==> src/rtl/t1tx_pkg.sv <==
`timescale 1ns/1ps
package t1tx_pkg;

  localparam int unsigned DEF_SLOT_BITS  = 8;
  localparam int unsigned DEF_SLOTS      = 24;
  localparam int unsigned DEF_ESF_FRAMES = 24;
  localparam int unsigned DEF_SF_FRAMES  = 12;
  localparam int unsigned DEF_SIG_PERIOD = 6;

  // Extended mode: pattern bit for the frame 4*(grp+1)
  function automatic logic esf_pattern_bit(input logic [2:0] grp);
    logic [5:0] seq;
    seq = 6'b110100;
    if (grp < 3'd6) return seq[grp];
    return 1'b0;
  endfunction

  // Superframe mode: odd frames alternate 1,0 starting at frame 1
  function automatic logic sf_pattern_bit(input logic pair_lsb);
    return ~pair_lsb;
  endfunction

endpackage

==> src/rtl/t1tx_bit_ctr.sv <==
`timescale 1ns/1ps
module t1tx_bit_ctr #(
  parameter int unsigned SLOT_BITS = 8,
  parameter int unsigned SLOTS = 24,
  localparam int unsigned FRAME_BITS = 1 + SLOT_BITS * SLOTS,
  localparam int unsigned BPW = $clog2(FRAME_BITS),
  localparam int unsigned SBW = (SLOT_BITS > 1) ? $clog2(SLOT_BITS) : 1
) (
  input  logic           clk,
  input  logic           rst_n,
  input  logic           realign,
  output logic [BPW-1:0] bit_pos,
  output logic [SBW-1:0] slot_bit,
  output logic           frame_end
);

  assign frame_end = (bit_pos == BPW'(FRAME_BITS - 1));

  always_ff @(posedge clk) begin
    if (!rst_n) begin
      bit_pos  <= '0;
      slot_bit <= '0;
    end else if (realign) begin
      bit_pos  <= BPW'(1);
      slot_bit <= '0;
    end else if (frame_end) begin
      bit_pos  <= '0;
      slot_bit <= '0;
    end else begin
      bit_pos <= bit_pos + BPW'(1);
      if (bit_pos == '0 || slot_bit == SBW'(SLOT_BITS - 1))
        slot_bit <= '0;
      else
        slot_bit <= slot_bit + SBW'(1);
    end
  end

endmodule

==> src/rtl/t1tx_frame_ctr.sv <==
`timescale 1ns/1ps
module t1tx_frame_ctr #(
  parameter int unsigned ESF_FRAMES = 24,
  parameter int unsigned SF_FRAMES = 12,
  localparam int unsigned FIW = $clog2(ESF_FRAMES)
) (
  input  logic           clk,
  input  logic           rst_n,
  input  logic           esf_mode,
  input  logic           advance,
  input  logic           to_first,
  output logic [FIW-1:0] frame_idx
);

  logic [FIW-1:0] last_idx;
  logic           at_wrap;

  assign last_idx = esf_mode ? FIW'(ESF_FRAMES - 1) : FIW'(SF_FRAMES - 1);
  assign at_wrap  = (frame_idx >= last_idx);

  always_ff @(posedge clk) begin
    if (!rst_n)
      frame_idx <= '0;
    else if (to_first)
      frame_idx <= '0;
    else if (advance)
      frame_idx <= at_wrap ? '0 : frame_idx + FIW'(1);
  end

endmodule

==> src/rtl/t1tx_decode.sv <==
`timescale 1ns/1ps
module t1tx_decode
  import t1tx_pkg::*;
#(
  parameter int unsigned SLOT_BITS = 8,
  parameter int unsigned SLOTS = 24,
  parameter int unsigned ESF_FRAMES = 24,
  parameter int unsigned SF_FRAMES = 12,
  parameter int unsigned SIG_PERIOD = 6,
  localparam int unsigned FRAME_BITS = 1 + SLOT_BITS * SLOTS,
  localparam int unsigned BPW = $clog2(FRAME_BITS),
  localparam int unsigned SBW = (SLOT_BITS > 1) ? $clog2(SLOT_BITS) : 1,
  localparam int unsigned FIW = $clog2(ESF_FRAMES),
  localparam int unsigned SIG_COUNT = ESF_FRAMES / SIG_PERIOD
) (
  input  logic           esf_mode,
  input  logic [BPW-1:0] bit_pos,
  input  logic [SBW-1:0] slot_bit,
  input  logic [FIW-1:0] frame_idx,
  input  logic           pay_in,
  input  logic           link_in,
  output logic           chan_clk,
  output logic           mf_mark,
  output logic           sig_sel,
  output logic           sig_frame,
  output logic           link_clk,
  output logic           ser_out
);

  logic [FIW:0] frames_now, half_len, quarter_len, idx_ext;
  logic         is_fbit, pattern_bit, fbit_val;
  logic [FIW-1:0] grp_idx;

  assign frames_now  = esf_mode ? (FIW+1)'(ESF_FRAMES) : (FIW+1)'(SF_FRAMES);
  assign half_len    = frames_now >> 1;
  assign quarter_len = frames_now >> 2;
  assign idx_ext     = {1'b0, frame_idx};
  assign is_fbit     = (bit_pos == '0);

  assign chan_clk = !is_fbit && (slot_bit < SBW'(SLOT_BITS / 2));
  assign mf_mark  = (idx_ext < half_len);
  assign sig_sel  = (idx_ext < quarter_len) ||
                    ((idx_ext >= (quarter_len << 1)) &&
                     (idx_ext < (quarter_len << 1) + quarter_len));

  always_comb begin
    sig_frame = 1'b0;
    for (int k = 1; k <= int'(SIG_COUNT); k++)
      if (frame_idx == FIW'(k * int'(SIG_PERIOD) - 1)) sig_frame = 1'b1;
  end

  assign link_clk = esf_mode ? ~frame_idx[0] : frame_idx[0];
  assign grp_idx  = frame_idx >> 2;

  always_comb begin
    if (esf_mode)
      pattern_bit = (frame_idx[1:0] == 2'b11) ? esf_pattern_bit(3'(grp_idx)) : 1'b0;
    else
      pattern_bit = sf_pattern_bit(frame_idx[1]);
  end

  assign fbit_val = link_clk ? link_in : pattern_bit;
  assign ser_out  = is_fbit ? fbit_val : pay_in;

endmodule

==> src/rtl/t1_tx_timing.sv <==
`timescale 1ns/1ps
module t1_tx_timing
  import t1tx_pkg::*;
#(
  parameter int unsigned SLOT_BITS = DEF_SLOT_BITS,
  parameter int unsigned SLOTS = DEF_SLOTS,
  parameter int unsigned ESF_FRAMES = DEF_ESF_FRAMES,
  parameter int unsigned SF_FRAMES = DEF_SF_FRAMES,
  parameter int unsigned SIG_PERIOD = DEF_SIG_PERIOD
) (
  input  logic clk,
  input  logic rst_n,
  input  logic esf_mode,
  input  logic frame_sync,
  input  logic mframe_sync,
  input  logic pay_in,
  input  logic link_in,
  output logic chan_clk,
  output logic mf_mark,
  output logic sig_sel,
  output logic sig_frame,
  output logic link_clk,
  output logic ser_out
);

  localparam int unsigned FRAME_BITS = 1 + SLOT_BITS * SLOTS;
  localparam int unsigned BPW = $clog2(FRAME_BITS);
  localparam int unsigned SBW = (SLOT_BITS > 1) ? $clog2(SLOT_BITS) : 1;
  localparam int unsigned FIW = $clog2(ESF_FRAMES);

  logic           fs_q, mf_q;
  logic           fs_rise, mf_rise, fs_hit, mf_hit;
  logic [BPW-1:0] bit_pos;
  logic [SBW-1:0] slot_bit;
  logic [FIW-1:0] frame_idx;
  logic           frame_end;

  always_ff @(posedge clk) begin
    if (!rst_n) begin
      fs_q <= 1'b0;
      mf_q <= 1'b0;
    end else begin
      fs_q <= frame_sync;
      mf_q <= mframe_sync;
    end
  end

  assign fs_rise = frame_sync & ~fs_q;
  assign mf_rise = mframe_sync & ~mf_q;
  assign mf_hit  = mf_rise & ~((bit_pos == '0) & (frame_idx == '0));
  assign fs_hit  = fs_rise & (bit_pos != '0) & ~mf_hit;

  t1tx_bit_ctr #(.SLOT_BITS(SLOT_BITS), .SLOTS(SLOTS)) u_bit (
    .clk(clk), .rst_n(rst_n), .realign(fs_hit | mf_hit),
    .bit_pos(bit_pos), .slot_bit(slot_bit), .frame_end(frame_end)
  );

  t1tx_frame_ctr #(.ESF_FRAMES(ESF_FRAMES), .SF_FRAMES(SF_FRAMES)) u_frame (
    .clk(clk), .rst_n(rst_n), .esf_mode(esf_mode),
    .advance(fs_hit | frame_end), .to_first(mf_hit), .frame_idx(frame_idx)
  );

  t1tx_decode #(
    .SLOT_BITS(SLOT_BITS), .SLOTS(SLOTS), .ESF_FRAMES(ESF_FRAMES),
    .SF_FRAMES(SF_FRAMES), .SIG_PERIOD(SIG_PERIOD)
  ) u_dec (
    .esf_mode(esf_mode), .bit_pos(bit_pos), .slot_bit(slot_bit),
    .frame_idx(frame_idx), .pay_in(pay_in), .link_in(link_in),
    .chan_clk(chan_clk), .mf_mark(mf_mark), .sig_sel(sig_sel),
    .sig_frame(sig_frame), .link_clk(link_clk), .ser_out(ser_out)
  );

endmodule

==> config.mk <==
export PLATFORM = sky130hd
export DESIGN_NAME = t1_tx_timing
export DESIGN_NICKNAME = d
export VERILOG_FILES = /design/src/rtl/t1tx_pkg.sv /design/src/rtl/t1tx_bit_ctr.sv /design/src/rtl/t1tx_frame_ctr.sv /design/src/rtl/t1tx_decode.sv /design/src/rtl/t1_tx_timing.sv
export SDC_FILE = /design/constraint.sdc
export NUM_CORES = 1
export LEC_CHECK = 0
export ABC_AREA = 1
export BUFFER_PORTS_ARGS = -buffer_cell sky130_fd_sc_hd__buf_2
export CORE_ASPECT_RATIO = 1.1
export CORE_MARGIN = 2
export CORE_UTILIZATION = 33
export DETAILED_ROUTE_END_ITERATION = 10
export PLACE_DENSITY = 0.58
export SLEW_MARGIN = 20
export SYNTH_ARGS = -nofsm -noshare
export SYNTH_HDL_FRONTEND = slang
export SYNTH_SLANG_ARGS = --single-unit
==> constraint.sdc <==
create_clock -name clk -period 2.15 [get_ports clk]
set_input_delay 0.215 -clock clk [delete_from_list [all_inputs] [get_ports clk]]
set_output_delay 0.215 -clock clk [all_outputs]
set_load 0.01 [all_outputs]
==> results of run 1 <==
==> state kept, by name, indices dropped and copies added (netlist names), named ones only <==
| name | flops |
|---|---|
| mf_q | 1 |
| u_bit.bit_pos | 8 |
| u_bit.slot_bit | 3 |
| u_frame.frame_idx | 5 |
| fs_q | 1 |
==> worst reg2reg max path, stage by stage (launching register included) <==
cell     delay [ns]
dfxtp_1        0.47
ha_1           0.31
nand2_1        0.07
nand2_1        0.06
a21oi_1        0.20
nand3_1        0.15
nor2_1         0.12
a21oi_1        0.06
nor2_2         0.12
nand2_1        0.05
nand2_1        0.05
==> through the flow <==
stage / power (mW) / worst slack, ns / instance area, sq um / instances / util [%]
2_1_floorplan: 0.5850 / 0.5805 / 1217 / 167 / -
3_3_place_gp: 0.6533 / 0.4296 / 1343 / 229 / 37.32
3_5_place_dp: 0.6528 / 0.4054 / 1343 / 229 / 37.32
4_1_cts: 0.9010 / 0.2109 / 1388 / 233 / 38.57
5_1_grt: 0.9517 / 0.06182 / 1388 / 233 / 38.57
6_report: 0.8872 / 0.2156 / 1388 / 233 / 38.57
==> per-layer routing <==
| layer | share of wire (%) | track usage [%] | up-vias |
|---|---|---|---|
| met4 | 2.9 | 7.979 | 0 |
| met3 | 1.7 | 1.724 | 5 |
| li1 | - | - | 575 |
| met5 | 0 | 0 | - |
| met2 | 47 | 22.50 | 12 |
| met1 | 48 | 15.42 | 474 |
==> final cells by class <==
class,instances,area (sq um)
well taps,50,62.56
clock buffers,4,45.04
multi-input cells,119,726.9
flip-flops and latches,19,380.4
fillers,410,2210
repair buffers,13,67.56
inverters,28,105.1
==> how the worst max path moves through the flow <==
stage,slack [ns],to,from,cells past startpoint
final,0.22,sig_sel,u_frame.frame_idx[1],7
after global placement,0.43,register,esf_mode,10
after CTS,0.21,sig_sel,u_frame.frame_idx[1],7
after global routing,0.06,sig_sel,u_frame.frame_idx[1],7
after floorplan,0.58,sig_sel,u_frame.frame_idx[3],7
after detailed placement,0.41,register,esf_mode,11
==> kinds of logic after synthesis <==
kind of cell	count (synthesis)	synth area share, %
simple gates	78	30.32
fa+ha+maj	14	14.39
flops	19	31.24
compound gates	20	9.969
buf+inv	29	9.044
xor+xnor	7	5.036
==> where the power goes <==
group | internal, mW | switching, mW | total (mW)
registers | 0.375 | 0.0243 | 0.400
logic | 0.0937 | 0.149 | 0.242
clock network | 0.132 | 0.113 | 0.245
==> cell usage in the layout (no fill, tap or decap), types with 2 or more instances in the layout <==
cell      instances
a21oi_1           9
buf_2            12
clkbuf_8          3
dfxtp_1          19
ha_1             14
inv_1            27
nand2_1          23
nand2_2           4
nand3_1           9
nand4_1           6
nor2_1           26
nor2_4            2
nor3_1            3
o21ai_0           7
xor2_1            6
==> flow_metrics.tcl, run 1 <==
set metrics [dict create \
    place_hpwl_mm 1.828 \
    vias_per_cell 4.575 \
    hold_buffers 0 \
    grt_pass1_wl_mm 4.133 \
    io_buffers 12 \
    worstSetupPathType "register to output port" \
    drive_gt1_share_pct 15.30 \
    die_area_sq_um 4191 \
    routabilityCongestion 0.8963 \
    maxCapViolCount 0 \
    crit_required_ns 1.93 \
    fin_nets 205 \
    path_cells "inv_1 > ha_1 > o21ai_0 > a21oi_1 > nand2_1 > o41ai_1 > buf_2" \
    cts_buffer_depth 2 \
    finalHoldViolations 0 \
    wl_per_cell_um 9.871 \
    hold_depth 3 \
    antenna_found_initial 0 \
    yosysTopAreaCell "dfxtp_1" \
    period_minus_slack_ns 1.934 \
    skew_ns 0.002354 \
    cts.htree.levels 1 \
    insertion_delay_ns 0.26 \
    dieWidth_um 61.91 \
    synth_cells 167 \
    area_delta_synth_final_pct 13.98 \
    min_path_type "primary input to register" \
    worst_pin_slew_ns 0.3912 \
    gr-total-overflow 0 \
    start_kind "register" \
    end_kind "output port" \
    regToRegSetupSlack_ns 0.43 \
    ctsResizeCount 0 \
    core_area_sq_um 3597 \
    cts_sinks 19 \
    post-route-drc-count 0 \
    rsz0062_at_grt "no" \
    ir_drop_v 0.0004634 \
    leakagePower_nw 0.6718 \
    fin_crit_sh_pct 89.97 \
    ant_nets 0 \
    hold_ws_ns 0.1493 \
    netlist-cell-type-count 25 \
    die_h_um 67.70 \
    synth_area_leaders "dfxtp_1 (31%), ha_1 (14%), inv_1 (8.3%), nor2_1 (8.0%), nand2_1 (7.1%)" \
    grt_pass1_vias 1039 \
    min_to "fs_q" \
    core.rowCount 23 \
    yosys_warnings 0 \
    min_from "frame_sync" \
    cts-root-buf "clkbuf_8" \
    max_stage_delay_ns 0.46 \
    relSlewSlack_pct 73.89 \
    outcome "complete, no violations" \
    setup_viol 0 \
    netlist.area_leader.share_pct 31.24 \
    yosys-top-cells-count "inv_1 (27), nor2_1 (26), nand2_1 (23)" \
    synth_seq_cells 19 \
    synth-main-ff-cell "dfxtp_1" \
    yosysSeqAreaShare_pct 31.24 \
    drt_iter0_drc 83 \
    worst_path_max_delay_cell "dfxtp_1" \
    synth_most_common_cell "inv_1" \
    reg2reg_depth 10 \
    critical_path_buf_inv_count 2 \
    power_density_nw_per_um2 639.4 \
    maxSlewViolCount 0 \
    cts_buffers 3 \
    syn_avg_cell_area_sq_um 7.290 \
    wirelength_mm 2.300 \
    clk_pin_slew_ns 0.07 \
    vias 1066 \
    num_antenna_cells 0 \
    cp.arrival_ns 1.72 \
    drtPass1Iterations 4 \
    async_flop_share_pct 0 \
    fmax_mhz 517.0 \
    reg2reg_from "u_frame.frame_idx[4]" \
    initial_utilization_pct 33.84 \
    cp_top_family "flip-flops" \
    synth_edf_count 0 \
    synth_area_sq_um 1217 \
    grt.total_usage_pct 13.25 \
    cts_tree "built" \
    finalSetupTns_ns 0 \
    grt_max_degree 11 \
    synth_nets 188 \
    ios 13 \
    cts_setup_buffers 0 \
    crit_path_max_fanout 7 \
]
Power figures use the tool's default switching activity.
==> run 2: changes to the inputs <==
SYNTH_HIERARCHICAL = 1   (was default)
clock period = 2.3 ns   (was 2.15 ns; I/O delays follow)
==> flow_metrics.tcl, run 2 <==
set metrics [dict create \
    initial_utilization_pct 34.07 \
    vias 1196 \
    io_buffers 12 \
    ctsResizeCount 0 \
    core.rowCount 24 \
    grt.total_usage_pct 12.65 \
    total_power_mw 0.7422 \
    relSlewSlack_pct 73.28 \
    setup_viol 0 \
    hold_buffers 0 \
    cts_tree "built" \
    largest_register_ffs 8 \
    rsz0062_at_grt "no" \
    post-route-drc-count 0 \
    maxSlewViolCount 0 \
    cp.arrival_ns 1.73 \
    synth_area_sq_um 1330 \
    cts_buffers 3 \
    dp_cells 269 \
    wirelength_mm 2.495 \
    synth_cells 204 \
    worst_pin_slew_ns 0.4002 \
    synth_area_leaders "dfxtp_1 (27%), ha_1 (14%), nand2_1 (13%), nor2_1 (10%), inv_1 (9.9%)" \
    ir_drop_v 0.0002101 \
    die_area_sq_um 4555 \
    cts_setup_buffers 0 \
    finalHoldViolations 0 \
    cts-root-buf "clkbuf_8" \
    wl_per_cell_um 9.139 \
    vias_per_cell 4.381 \
    gr-total-overflow 0 \
    syn_avg_cell_area_sq_um 6.520 \
    finalSetupTns_ns 0 \
    grt_pass1_vias 1107 \
    antenna_found_initial 0 \
    stdcell_count 273 \
    drtPass1Iterations 4 \
    netlist.area_leader.share_pct 27.09 \
    core_area_sq_um 3904 \
    cts.htree.levels 1 \
    synth_nets 226 \
    dpl_cell_area_sq_um 1465 \
    async_flop_share_pct 0 \
    outcome "complete, no violations" \
    insertion_delay_ns 0.26 \
    start_kind "register" \
    area_delta_synth_final_pct 14.30 \
    drt_iter0_drc 79 \
    drive_gt1_share_pct 13.57 \
    clk_pin_slew_ns 0.07 \
    layout_common_cells "nand2_1 (46), nor2_1 (37), inv_1 (35)" \
    dieWidth_um 64.53 \
    leakagePower_nw 0.7847 \
    skew_ns 0.004412 \
    power_density_nw_per_um2 488.3 \
    cts_sinks 18 \
    synth_edf_count 0 \
    ant_nets 0 \
    die_h_um 70.59 \
    fin_nets 244 \
    yosys-top-cells-count "nand2_1 (46), nor2_1 (37), inv_1 (35)" \
    ios 13 \
    routabilityCongestion 0.7112 \
    synth_most_common_cell "nand2_1" \
    period_minus_slack_ns 1.964 \
    hold_ws_ns 0.1660 \
    final_cell_area_sq_um 1520 \
    crit_required_ns 2.07 \
    synth_seq_cells 18 \
    synth-main-ff-cell "dfxtp_1" \
    fin_crit_sh_pct 85.40 \
    end_kind "output port" \
    yosys_warnings 6 \
    grt_pass1_wl_mm 4.657 \
    fmax_mhz 509.1 \
    cts_buffer_depth 2 \
    layout_commonest_cell "nand2_1" \
    min_path_type "primary input to register" \
    num_antenna_cells 0 \
    netlist-cell-type-count 22 \
    yosysSeqAreaShare_pct 27.09 \
    crit_path_max_fanout 11 \
    maxCapViolCount 0 \
    grt_max_degree 12 \
    top_register "u_bit/bit_pos" \
    yosysTopAreaCell "dfxtp_1" \
    largestRegisters "u_bit/bit_pos: 8 flops, u_frame/frame_idx: 5 flops, u_bit/slot_bit: 3 flops" \
    place_hpwl_mm 1.927 \
    worstSetupPathType "register to output port" \
]
==> run 2: cell count changes after synthesis, sizes merged, moves of 2 or more <==
cell and delta:
nand2 +22, nor2 +13, inv +8, a21oi -5, nor3 +3, nand4 -2
o21ai -2
==> run 2: cell families after synthesis <==
family,share of synthesized area (%)
adders and majority gates,14.11
buffers and inverters,10.54
xor gates and xnor gates,3.951
and+or+nand+nor,38.66
AOI/OAI and AO/OA,4.892
muxes,0.7526
DFF,27.09
==> run 2: final cells by class <==
type                       count  area, sq um
sequential                    18        360.3
inverter                      36        135.1
timing repair buffer          14        75.07
multi-input combinational    149        829.5
tap                           52        65.06
clock buffer                   4        55.05
fill                         441         2384
==> run 2: routing by layer <==
layer,GRT usage (%),part of all wire (%),up-vias
met5,0,0,-
met4,4.965,1.4,0
met3,1.908,2.7,4
met2,21.64,45,20
met1,15.99,51,507
li1,-,-,665
==> run 2: power breakdown <==
part | internal, mW | total [mW] | switching, mW
Combinational | 0.0552 | 0.140 | 0.0850
Clock | 0.152 | 0.262 | 0.109
Sequential | 0.324 | 0.340 | 0.0163
Total | 0.532 | 0.742 | 0.211
==> run 2: final timing paths <==
kind | to | cells after the start | slack [ns] | startpoint
worst max-delay path | ser_out | 8 | 0.34 | u_frame/frame_idx[0]
worst min-delay path | fs_q | 3 | 0.17 | frame_sync
worst max register to register | u_frame/frame_idx[4] | 11 | 0.64 | u_bit/bit_pos[0]
worst min register to register | u_bit/slot_bit[0] | 1 | 0.43 | u_bit/slot_bit[0]
==> run 2: critical path, cell delays in order (launching register included) <==
cell,delay [ns]
dfxtp_1,0.56
inv_1,0.08
ha_1,0.32
inv_1,0.06
nor2_1,0.04
nor3_1,0.17
nand2_1,0.07
nand2_1,0.06
buf_2,0.12
==> run 2: through the flow <==
stage / utilization [%] / worst slack [ns]
2_1_floorplan: - / 0.7834
3_3_place_gp: 37.53 / 0.6389
3_5_place_dp: 37.53 / 0.6245
4_1_cts: 38.94 / 0.3374
5_1_grt: 38.94 / 0.2096
6_report: 38.94 / 0.3357
==> run 3: changes to the inputs <==
clock period = 2.06 ns   (was 2.3 ns; I/O delays follow)
==> flow_metrics.tcl, run 3 (synthesis results as in run 2) <==
set metrics [dict create \
    place_hpwl_mm 1.983 \
    core.rowCount 24 \
    ctsResizeCount 0 \
    finalHoldViolations 0 \
    insertion_delay_ns 0.25 \
    cp_top_family "flip-flops" \
    worstSetupPathType "register to output port" \
    largestRegisters "u_bit/bit_pos: 8 flops, u_frame/frame_idx: 5 flops, u_bit/slot_bit: 3 flops" \
    core_area_sq_um 3904 \
    timing.final.ws_setup_ns 0.1578 \
    finalSetupTns_ns 0 \
    maxCapViolCount 0 \
    setup_viol 0 \
    end_kind "output port" \
    period_minus_slack_ns 1.902 \
    die_area_sq_um 4555 \
    cts-root-buf "clkbuf_8" \
    worst_pin_slew_ns 0.3777 \
    cts.htree.levels 1 \
    place_ws_ns 0.4201 \
    power_density_nw_per_um2 536.1 \
    drt_iter0_drc 40 \
    hold_buffers 0 \
    max_stage_delay_ns 0.50 \
    grt.total_usage_pct 12.08 \
    io_buffers 12 \
    nFillCells 440 \
    rsz0062_at_grt "no" \
    routabilityCongestion 0.7278 \
    fin_nets 245 \
    vias_per_cell 4.350 \
    clk_pin_slew_ns 0.07 \
    start_kind "register" \
    stdcell_count 274 \
    hold_ws_ns 0.1476 \
    cts_tree "built" \
    cp.arrival_ns 1.70 \
    post-route-drc-count 0 \
    cts_setup_buffers 0 \
    gr-total-overflow 0 \
    ios 13 \
    largest_register_ffs 8 \
    drtPass1Iterations 4 \
    skew_ns 0.0008581 \
    cts_buffer_depth 2 \
    top_register "u_bit/bit_pos" \
    critical_path_buf_inv_count 2 \
    utilization_pct 39.13 \
    layout_commonest_cell "nand2_1" \
    dieWidth_um 64.53 \
    ant_nets 0 \
    grt_pass1_vias 1129 \
    maxSlewViolCount 0 \
    wl_per_cell_um 9.215 \
    cts_sinks 18 \
    worst_path_max_delay_cell "dfxtp_1" \
    initial_utilization_pct 34.07 \
    dp_cells 270 \
    fin_crit_sh_pct 92.34 \
    layout_common_cells "nand2_1 (46), nor2_1 (37), inv_1 (35)" \
    antenna_found_initial 0 \
    leakagePower_nw 0.7901 \
    num_antenna_cells 0 \
    min_path_type "primary input to register" \
    total_power_mw 0.8190 \
    relSlewSlack_pct 74.78 \
    cpMostUsedCell "nand3_1" \
    drive_gt1_share_pct 13.96 \
    ir_drop_v 0.0003230 \
    crit_path_max_fanout 10 \
    grt_pass1_wl_mm 4.464 \
    dpl_cell_area_sq_um 1473 \
    area_delta_synth_final_pct 14.86 \
    wirelength_mm 2.525 \
    final_cell_area_sq_um 1528 \
    cts_buffers 3 \
    crit_required_ns 1.85 \
    grt_max_degree 11 \
    die_h_um 70.59 \
    vias 1192 \
    outcome "complete, no violations" \
    fmax_mhz 525.7 \
    path_cells "inv_1 > ha_1 > o21bai_1 > nand3_1 > nand3_1 > nand2_1 > buf_2" \
]
run 3: cell types whose count changed in the layout (fill, tap and decap cells not counted):
cell   delta
buf_4     +1
run 3: area by class of cell:
| cell class | instances | area (sq um) | share of cell area (%) |
|---|---|---|---|
| clock buffer | 4 | 55.05 | 3.604 |
| inverter | 36 | 135.1 | 8.845 |
| tap | 52 | 65.06 | 4.259 |
| sequential | 18 | 360.3 | 23.59 |
| timing repair buffer | 15 | 82.58 | 5.405 |
| multi-input combinational | 149 | 829.5 | 54.30 |
run 3: where the power goes:
group	leakage (nW)	internal (mW)	switching, mW
Sequential	0.146	0.362	0.0130
Combinational	0.615	0.0641	0.100
Clock	0.0288	0.169	0.110
Total	0.790	0.596	0.223
run 3: per-layer routing:
metal	GRT usage, %	vias up	part of all wire (%)
met5	0	-	0
met4	3.546	0	0.63
met3	2.385	2	3.0
met2	21.30	17	45
met1	14.87	509	52
li1	-	664	-
run 3: final timing paths:
| check | from | endpoint | slack (ns) | cells past startpoint |
|---|---|---|---|---|
| setup / recovery | u_frame/frame_idx[1] | sig_sel | 0.16 | 7 |
| hold / removal | mframe_sync | mf_q | 0.15 | 3 |
| setup reg to reg | u_bit/bit_pos[0] | u_frame/frame_idx[4] | 0.43 | 11 |
| hold reg to reg | u_bit/slot_bit[0] | u_bit/slot_bit[0] | 0.43 | 1 |
run 3: tightest hold or removal path: stages:
cell	delay [ns]
buf_2	0.09
nand2_1	0.04
inv_1	0.04
